==> src/rtl/pwmBankPkg.sv <==
package pwmBankPkg;
  localparam int CNT_W    = 16;
  localparam int LVL_W    = 2;
  localparam int SEL_W    = 3;
  localparam int PRE_W    = 10;
  localparam int DUTY_LSB = 16;
  localparam int CFG_W    = CNT_W + 2 * LVL_W + SEL_W;
  localparam logic [LVL_W-1:0] LVL_HIGH = 2'd3;

  // layout matches the period word: [22:20] sel, [19:18] idle, [17:16] active, [15:0] period
  typedef struct packed {
    logic [SEL_W-1:0] divSel;
    logic [LVL_W-1:0] idleLvl;
    logic [LVL_W-1:0] actLvl;
    logic [CNT_W-1:0] perCnt;
  } perCfg_t;

  typedef struct packed {
    logic dutyWr;
    logic perWr;
    logic enLoad;
    logic chEn;
  } chStrobe_t;

  // prescaler terminal count (ratio minus one) for a select value
  function automatic logic [PRE_W-1:0] divLimit(input logic [SEL_W-1:0] sel);
    int sh;
    sh = (sel < 3'd5) ? int'(sel) : 2 * int'(sel) - 4;
    return PRE_W'((1 << sh) - 1);
  endfunction
endpackage

==> src/rtl/pwmBankCtrl.sv <==
module pwmBankCtrl
  import pwmBankPkg::*;
#(
  parameter int NUM_CH      = 4,
  parameter int ADDR_W      = 8,
  parameter int SET_ADDR    = 'h04,
  parameter int CLR_ADDR    = 'h08,
  parameter int BANK_BASE   = 'h20,
  parameter int BANK_STRIDE = 'h20,
  parameter int PER_OFS     = 'h10
) (
  input  logic                     clk,
  input  logic                     rstN,
  input  logic                     wrEn,
  input  logic [ADDR_W-1:0]        wrAddr,
  input  logic [NUM_CH-1:0]        reqBits,
  output chStrobe_t [NUM_CH-1:0]   strb,
  output logic [NUM_CH-1:0]        enVec
);
  logic setHit;
  logic clrHit;
  logic [NUM_CH-1:0] enReg;

  assign setHit = wrEn && (wrAddr == ADDR_W'(SET_ADDR));
  assign clrHit = wrEn && (wrAddr == ADDR_W'(CLR_ADDR));

  always_ff @(posedge clk) begin
    if (!rstN) begin
      enReg <= '0;
    end else if (setHit) begin
      enReg <= enReg | reqBits;
    end else if (clrHit) begin
      enReg <= enReg & ~reqBits;
    end
  end

  assign enVec = enReg;

  for (genvar ch = 0; ch < NUM_CH; ch++) begin : g_dec
    localparam int DUTY_ADDR = BANK_BASE + ch * BANK_STRIDE;
    localparam int PER_ADDR  = DUTY_ADDR + PER_OFS;
    assign strb[ch].dutyWr = wrEn && (wrAddr == ADDR_W'(DUTY_ADDR));
    assign strb[ch].perWr  = wrEn && (wrAddr == ADDR_W'(PER_ADDR));
    assign strb[ch].enLoad = setHit && reqBits[ch] && !enReg[ch];
    assign strb[ch].chEn   = enReg[ch];
  end
endmodule

==> src/rtl/pwmChannel.sv <==
module pwmChannel
  import pwmBankPkg::*;
#(
  parameter int DATA_W = 32
) (
  input  logic              clk,
  input  logic              rstN,
  input  chStrobe_t         strb,
  input  logic [DATA_W-1:0] wrData,
  output logic              pwmOut,
  output logic [CNT_W-1:0]  cnt,
  output logic [CNT_W-1:0]  livePer
);
  logic [CNT_W-1:0] dutyStage, dutyStageNx, dutyLive;
  perCfg_t          perStage, perStageNx, liveCfg;
  logic             pend, pendNx;
  logic [PRE_W-1:0] pre;
  logic             tick, wrapNow, commit;
  logic [LVL_W-1:0] lvl;

  // a write landing in the boundary cycle is seen by the commit
  assign dutyStageNx = strb.dutyWr ? wrData[DUTY_LSB +: CNT_W] : dutyStage;
  assign perStageNx  = strb.perWr ? perCfg_t'(wrData[CFG_W-1:0]) : perStage;
  assign pendNx      = pend | strb.perWr;

  assign tick    = (pre == divLimit(liveCfg.divSel));
  assign wrapNow = strb.chEn && tick && (cnt == liveCfg.perCnt);
  assign commit  = strb.enLoad || (wrapNow && pendNx);

  always_ff @(posedge clk) begin
    if (!rstN) begin
      dutyStage <= '0;
      perStage  <= '0;
      dutyLive  <= '0;
      liveCfg   <= '0;
      pend      <= 1'b0;
      pre       <= '0;
      cnt       <= '0;
    end else begin
      dutyStage <= dutyStageNx;
      perStage  <= perStageNx;
      pend      <= commit ? 1'b0 : pendNx;
      if (commit) begin
        dutyLive <= dutyStageNx;
        liveCfg  <= perStageNx;
      end
      if (strb.enLoad || !strb.chEn) begin
        pre <= '0;
        cnt <= '0;
      end else if (tick) begin
        pre <= '0;
        cnt <= (cnt == liveCfg.perCnt) ? '0 : cnt + 1'b1;
      end else begin
        pre <= pre + 1'b1;
      end
    end
  end

  always_comb begin
    if (!strb.chEn)           lvl = liveCfg.idleLvl;
    else if (cnt < dutyLive)  lvl = liveCfg.actLvl;
    else                      lvl = liveCfg.idleLvl;
  end

  assign pwmOut  = (lvl == LVL_HIGH);
  assign livePer = liveCfg.perCnt;
endmodule

==> src/rtl/pwmBankPath.sv <==
module pwmBankPath
  import pwmBankPkg::*;
#(
  parameter int NUM_CH = 4,
  parameter int DATA_W = 32
) (
  input  logic                      clk,
  input  logic                      rstN,
  input  chStrobe_t [NUM_CH-1:0]    strb,
  input  logic [DATA_W-1:0]         wrData,
  output logic [NUM_CH-1:0]         pwmOut,
  output logic [NUM_CH*CNT_W-1:0]   cntFlat,
  output logic [NUM_CH*CNT_W-1:0]   perFlat
);
  for (genvar ch = 0; ch < NUM_CH; ch++) begin : g_ch
    pwmChannel #(.DATA_W(DATA_W)) u_ch (
      .clk     (clk),
      .rstN    (rstN),
      .strb    (strb[ch]),
      .wrData  (wrData),
      .pwmOut  (pwmOut[ch]),
      .cnt     (cntFlat[ch*CNT_W +: CNT_W]),
      .livePer (perFlat[ch*CNT_W +: CNT_W])
    );
  end
endmodule

==> src/rtl/pwmBank.sv <==
module pwmBank
  import pwmBankPkg::*;
#(
  parameter int NUM_CH      = 4,
  parameter int ADDR_W      = 8,
  parameter int DATA_W      = 32,
  parameter int SET_ADDR    = 'h04,
  parameter int CLR_ADDR    = 'h08,
  parameter int BANK_BASE   = 'h20,
  parameter int BANK_STRIDE = 'h20,
  parameter int PER_OFS     = 'h10
) (
  input  logic              clk,
  input  logic              rstN,
  input  logic              wrEn,
  input  logic [ADDR_W-1:0] wrAddr,
  input  logic [DATA_W-1:0] wrData,
  output logic [NUM_CH-1:0] pwmOut
);
  chStrobe_t [NUM_CH-1:0]  strb;
  logic [NUM_CH-1:0]       enVec;
  logic [NUM_CH*CNT_W-1:0] cntFlat;
  logic [NUM_CH*CNT_W-1:0] perFlat;

  pwmBankCtrl #(
    .NUM_CH(NUM_CH), .ADDR_W(ADDR_W), .SET_ADDR(SET_ADDR), .CLR_ADDR(CLR_ADDR),
    .BANK_BASE(BANK_BASE), .BANK_STRIDE(BANK_STRIDE), .PER_OFS(PER_OFS)
  ) u_ctrl (
    .clk     (clk),
    .rstN    (rstN),
    .wrEn    (wrEn),
    .wrAddr  (wrAddr),
    .reqBits (wrData[NUM_CH-1:0]),
    .strb    (strb),
    .enVec   (enVec)
  );

  pwmBankPath #(.NUM_CH(NUM_CH), .DATA_W(DATA_W)) u_path (
    .clk     (clk),
    .rstN    (rstN),
    .strb    (strb),
    .wrData  (wrData),
    .pwmOut  (pwmOut),
    .cntFlat (cntFlat),
    .perFlat (perFlat)
  );
endmodule

==> config.mk <==
export PLATFORM = sky130hd
export DESIGN_NAME = pwmBank
export DESIGN_NICKNAME = d
export VERILOG_FILES = /design/src/rtl/pwmBankPkg.sv /design/src/rtl/pwmBankCtrl.sv /design/src/rtl/pwmChannel.sv /design/src/rtl/pwmBankPath.sv /design/src/rtl/pwmBank.sv
export SDC_FILE = /design/constraint.sdc
export NUM_CORES = 1
export LEC_CHECK = 0
export ABC_AREA = 1
export BUFFER_PORTS_ARGS = -buffer_cell sky130_fd_sc_hd__buf_2
export CORE_MARGIN = 1.5
export CORE_UTILIZATION = 55
export CTS_CLUSTER_SIZE = 14
export DETAILED_ROUTE_END_ITERATION = 12
export GPL_TIMING_DRIVEN = 0
export PLACE_DENSITY = 0.71
export SYNTH_ARGS = -nofsm -noshare
export SYNTH_HDL_FRONTEND = slang
export SYNTH_HIERARCHICAL = 1
export SYNTH_SLANG_ARGS = --single-unit
==> constraint.sdc <==
create_clock -name clk -period 6.9 [get_ports clk]
set_input_delay 0.345 -clock clk [delete_from_list [all_inputs] [get_ports clk]]
set_output_delay 0.345 -clock clk [all_outputs]
set_load 0.02 [all_outputs]
* Yosys cells after proc, flatten, opt, wreduce, memory -nomap -nowiden
Index checks and enable logic that the tools add are counted.
Word-level totals: bits in registers 424, bits of input ports 43, output and inout bits 4, logic and storage cells 192
Cells by class: $add $sub $neg 16, $lt $le $gt $ge 8, equality and inequality tests 22, shift operators 4, mux-type cells 26, bitwise logic cells 8, reductions and logical operators 55
Operators with widths (count):
- $mux W16 | 8
- $mux W32 | 4
- $shl A1 B32 Y10 const A | 4
- $mux W23 | 4
- $add A16 B1 Y16 const B | 4
- $eq A16 B16 Y1 | 4
- $lt A16 B16 Y1 | 4
- $add A10 B1 Y10 const B | 4
- $eq A10 B10 Y1 | 4
- $sub A10 B2 Y10 const B | 4
- $eq A8 B7 Y1 const B | 4
- $logic_and A1 B1 Y1 | 30
- $sub A4 B3 Y5 const B | 4
- $eq A8 B6 Y1 const B | 2
- $eq A8 B8 Y1 const B | 2
- $mux W2 | 8
- $reduce_or A2 Y1 | 8
- $lt A3 B3 Y1 const B | 4
- $reduce_or A3 Y1 | 4
- $eq A2 B2 Y1 const B | 4
- $eq A8 B3 Y1 const B | 1
- $eq A8 B4 Y1 const B | 1
- $logic_or A1 B1 Y1 | 8
- $mux W4 | 2
- 7 further kinds | 13

* Longest topological paths before layout
depth in word-level cells 10, mapped depth 21, gate-level depth less buffers 20

* Cells and area by module
The synthesis kept the hierarchy.
By module, submodules not included:
- pwmChannel | instances 4, cells an instance 908, area an instance 5930.7 µm², sequential area each 2102.0 µm²
- pwmBankCtrl | instances 1, cells an instance 63, area an instance 366.6 µm², sequential area each 80.1 µm²

* Worst setup path before layout
OpenSTA, ideal clock, no wires.
path kind reg-to-reg, start register u_path/g_ch[0].u_ch/liveCfg[21] in the netlist's numbering, end register u_path.g_ch[0].u_ch.dutyLive[10], setup time 114 ps, arrival time 2716 ps, data required time 6786 ps, slack 4070 ps, stages on the path, launching flop included 20, buffers on the path 2, clock period less this slack 2830 ps, cells stage by stage dfxtp_1 > inv_1 > ha_1 > nand2_2 > nand2_2 > nand2_2 > nand2_1 > nor2_2 > nand2_1 > ha_1 > xor2_1 > nand2_1 > nor2_1 > nand3_1 > nor3_2 > nand4_2 > buf_6 > buf_6 > a21oi_2 > nor2_1
On the way: cells in the longest elaborated chain, start to end 9, elaborated cells on any way between the ends 10, classes of those cells add/sub (2); order compare (1); eq/ne (1); shift (1); mux (1); reduce/logical (4)
Ends and longest elaborated chain:
- from (decl) | RTL line pwmChannel.sv:15 | perCfg_t perStage, perStageNx, liveCfg;
- from (signal assigned) | RTL line pwmChannel.sv:45 | liveCfg <= perStageNx;
- $sub A4 B3 Y5 or $lt A3 B3 Y1 (tied branches) | RTL line pwmBankPkg.sv:28 | sh = (sel < 3'd5) ? int'(sel) : 2 * int'(sel) - 4;
- $mux W32 (*) | RTL line pwmBankPkg.sv:28
- $shl A1 B32 Y10 (*) | RTL line pwmBankPkg.sv:29 | return PRE_W'((1 << sh) - 1);
- $sub A10 B2 Y10 (*) | RTL line pwmBankPkg.sv:29
- $eq A10 B10 Y1 (*) | RTL line pwmChannel.sv:26 | assign tick = (pre == divLimit(liveCfg.divSel));
- $logic_and A1 B1 Y1 (*) (2 in series) | RTL line pwmChannel.sv:27 | assign wrapNow = strb.chEn && tick && (cnt == liveCfg.perCnt);
- $logic_and A1 B1 Y1 (*) | RTL line pwmChannel.sv:28 | assign commit = strb.enLoad || (wrapNow && pendNx);
- $logic_or A1 B1 Y1 (*) | RTL line pwmChannel.sv:28
- to (signal assigned) | RTL line pwmChannel.sv:44 | dutyLive <= dutyStageNx;
- to (decl) | RTL line pwmChannel.sv:14 | logic [CNT_W-1:0] dutyStage, dutyStageNx, dutyLive;
Every way passes the cells marked *; elsewhere a longest branch is shown, timed or not. A chain may end at the register's enable or synchronous reset.

* Worst setup path after layout
start register u_path/g_ch[2].u_ch/liveCfg[21] in the netlist's numbering, end register u_path.g_ch[2].u_ch.dutyLive[5]
On the way: cells in the longest elaborated chain, start to end 9, elaborated cells on any way between the ends 10, classes of those cells add/sub (2); order compare (1); eq/ne (1); shift (1); mux (1); reduce/logical (4)
Ends and longest elaborated chain (RTL line):
- from (decl) | pwmChannel.sv:15
- from (signal assigned) | pwmChannel.sv:45
- $sub A4 B3 Y5 or $lt A3 B3 Y1 (tied branches) | pwmBankPkg.sv:28
- $mux W32 (*) | pwmBankPkg.sv:28
- $shl A1 B32 Y10 (*) | pwmBankPkg.sv:29
- $sub A10 B2 Y10 (*) | pwmBankPkg.sv:29
- $eq A10 B10 Y1 (*) | pwmChannel.sv:26
- $logic_and A1 B1 Y1 (*) (2 in series) | pwmChannel.sv:27
- $logic_and A1 B1 Y1 (*) | pwmChannel.sv:28
- $logic_or A1 B1 Y1 (*) | pwmChannel.sv:28
- to (signal assigned) | pwmChannel.sv:44
- to (decl) | pwmChannel.sv:14
Marks and branches as above.

==> out/metrics.yaml <==
setup_path:
  reg2reg_to: "u_path/g_ch[2].u_ch/dutyLive[5]"
  crit_fanout: 10
  crit_required_ns: 7.36
  path_class: "register to register"
  worst_setup_path_end_kind: "register"
  reg2reg_from: "u_path/g_ch[2].u_ch/liveCfg[21]"
  reg2reg_depth: 18
  r2r_slack_ns: 3.46
  start_kind: "register"
  arrival_ns: 3.90
clock_tree:
  holdBufCountCts: 0
  postCtsResizedCells: 0
  cts_htree_levels: 2
  cts_setup_buffers: 0
  cts_tree: "built"
  clock_latency_ns: 0.58
  clkTransAtPathRegs_ns: 0.06
  cts.sinks: 424
  cts_max_path_buffers: 3
  numCtsBuffers: 47
  root_buffer: "clkbuf_16"
floorplanning:
  dieWidth_um: 210.2
  row_count: 75
  die_y_um: 210.2
  dieArea_um2: 44180
  initial_core_util_pct: 56.03
  io_pins: 47
  core_area_um2: 42130
placed_design:
  dpl_cell_area_um2: 24510
  dp.final_hpwl_mm: 44.47
  gp_congestion: 0.9080
  portBuffers: 46
logic_synthesis:
  yosysWarnings: 6
  synth_nets: 3762
  synth.avg_cell_area_um2: 6.502
  syn_area_um2: 23610
  postSynthCellCount: 3631
hold_path:
  hold_depth: 3
  min_path_type: "input pin to register"
  min-delay-start: "wrData[1]"
route:
  drc: 0
  vias_per_cell: 5.072
  routed_wl_mm: 60.26
  via_count: 21790
  dr.pass1.iters: 5
  ant_nets: 0
  drt_iter0_drc: 1620
  post_drt_wl_per_cell_um: 14.03
layout:
  num_antenna_cells: 0
  fin_area_um2: 26080
  drive_gt1_share_pct: 7.373
  syn2layout_area_growth_pct: 10.48
  nNetsFinal: 3857
grt:
  grt_pass1_wl_mm: 97.84
  overflow: 0
  grt_usage_pct: 27.27
  grt_max_degree: 13
  grt_pass1_vias: 19925
  antenna_found_initial: 0
power:
  ir_drop_v: 0.0002710
  leakage_uw: 0.01113
  cellPowerDensity_nw_per_um2: 198.1
flow_run:
  maxCapViolations: 0
sta:
  final_max_slew_viol_count: 0
  fmax_mhz: 290.7
  setup-violations-final: 0
  period_share_pct: 49.86
  tns_ns: 0
  period_minus_slack_ns: 3.441
  rsz0062_at_grt: "no"
  hold_violations: 0
  slew_headroom_pct: 51.49
  fin_skew_ns: 0.01623
  tightestPinTransition_ns: 0.7276
run_status:
  status: "complete, no violations"
-- worst max path at each step --
| stage | start | to | slack [ns] | cells after the start |
|---|---|---|---|---|
| finish | u_path/g_ch[2].u_ch/liveCfg[21] | u_path/g_ch[2].u_ch/dutyLive[5] | 3.46 | 18 |
| global route | u_path/g_ch[0].u_ch/liveCfg[21] | u_path/g_ch[0].u_ch/dutyLive[5] | 3.04 | 18 |
| CTS | u_path/g_ch[1].u_ch/liveCfg[21] | u_path/g_ch[1].u_ch/livePer[4] | 3.44 | 18 |
| detailed placement | u_path/g_ch[2].u_ch/liveCfg[21] | u_path/g_ch[2].u_ch/dutyLive[11] | 3.48 | 19 |
| global placement | u_path/g_ch[1].u_ch/liveCfg[21] | u_path/g_ch[1].u_ch/livePer[4] | 3.52 | 18 |
| floorplan | u_path/g_ch[0].u_ch/liveCfg[21] | u_path/g_ch[0].u_ch/dutyLive[10] | 4.07 | 19 |
-- registers in the layout (all words and copies together), names as in the netlist, named ones only --
| register | count |
|---|---|
| u_path/g_ch.u_ch/cnt | 64 |
| u_path/g_ch.u_ch/livePer | 64 |
| u_path/g_ch.u_ch/pre | 40 |
| u_path/g_ch.u_ch/dutyLive | 64 |
| u_path/g_ch.u_ch/pend | 4 |
| u_path/g_ch.u_ch/liveCfg | 28 |
| u_path/g_ch.u_ch/perStage | 92 |
| u_path/g_ch.u_ch/dutyStage | 64 |
-- per-layer routing --
| metal | up-vias | routed length [um] | share of wire (%) | GRT usage (%) |
|---|---|---|---|---|
| met5 | - | 0 | 0 | 0 |
| met4 | 0 | 969 | 1.6 | 6.400 |
| met3 | 68 | 3677 | 6.1 | 4.052 |
| met2 | 510 | 26650 | 44 | 44.19 |
| met1 | 9787 | 28950 | 48 | 38.20 |
| li1 | 11425 | - | - | - |
-- layout make-up --
class / instances / area [um^2]
clock buffer: 67 / 1354
fill: 4128 / 16050
timing repair buffer: 46 / 230.2
clock inverter: 13 / 215.2
multi-input combinational: 2404 / 12000
buffer: 160 / 710.7
sequential: 424 / 8488
tap: 539 / 674.4
inverter: 643 / 2414
-- layout by cell type, fill, tap and decap left out, types with 6 or more instances in the layout --
cell type  instances
buf_4              8
xnor2_1           16
bufinv_16          6
xor2_1           100
nand2_2           22
nor4_1            12
nand2_1          782
buf_1             32
buf_6              8
clkbuf_8           6
inv_2             24
o21ai_0          176
a2111oi_0          8
nand4_1           24
nor2_2            27
nand3_2            8
nand3_1          283
clkbuf_1         108
nand3b_1          13
dfxtp_1          424
clkbuf_16         49
buf_2             62
nor2_1           499
a21oi_1          232
nor3_1            40
inv_1            615
ha_1              88
a21oi_2           36
clkinv_2           7
-- where the power goes --
part	switching, uW	total, uW	internal, uW
Clock	1010	2590	1580
Combinational	102	127	25.1
Sequential	0.937	2450	2450
Total	1110	5170	4050
-- stage by stage --
step	hold slack, ns	std cells	worst slack (ns)	util [%]	total power (uW)
after floorplan	0.4318	3631	4.070	-	2561
after global placement	0.4395	4216	3.517	58.18	2628
after detailed placement	0.4435	4216	3.485	58.18	2628
after CTS	0.1641	4296	3.439	61.90	5212
after global routing	0.1852	4296	3.036	61.90	5328
final	0.2083	4296	3.459	61.90	5167
-- critical path, stage by stage, from the launching register on --
cell	delay (ns)
dfxtp_1	0.39
inv_1	0.14
ha_1	0.24
nand2_2	0.09
nand2_2	0.10
nand2_1	0.12
nand2_1	0.09
nor2_2	0.16
nand2_1	0.08
ha_1	0.31
xor2_1	0.15
nand2_1	0.06
nor2_1	0.09
nand3_1	0.11
nor3_2	0.27
nand4_2	0.28
clkbuf_1	0.30
a21oi_1	0.27
nor2_1	0.08
No activity file was read; power rests on OpenSTA's default activity.
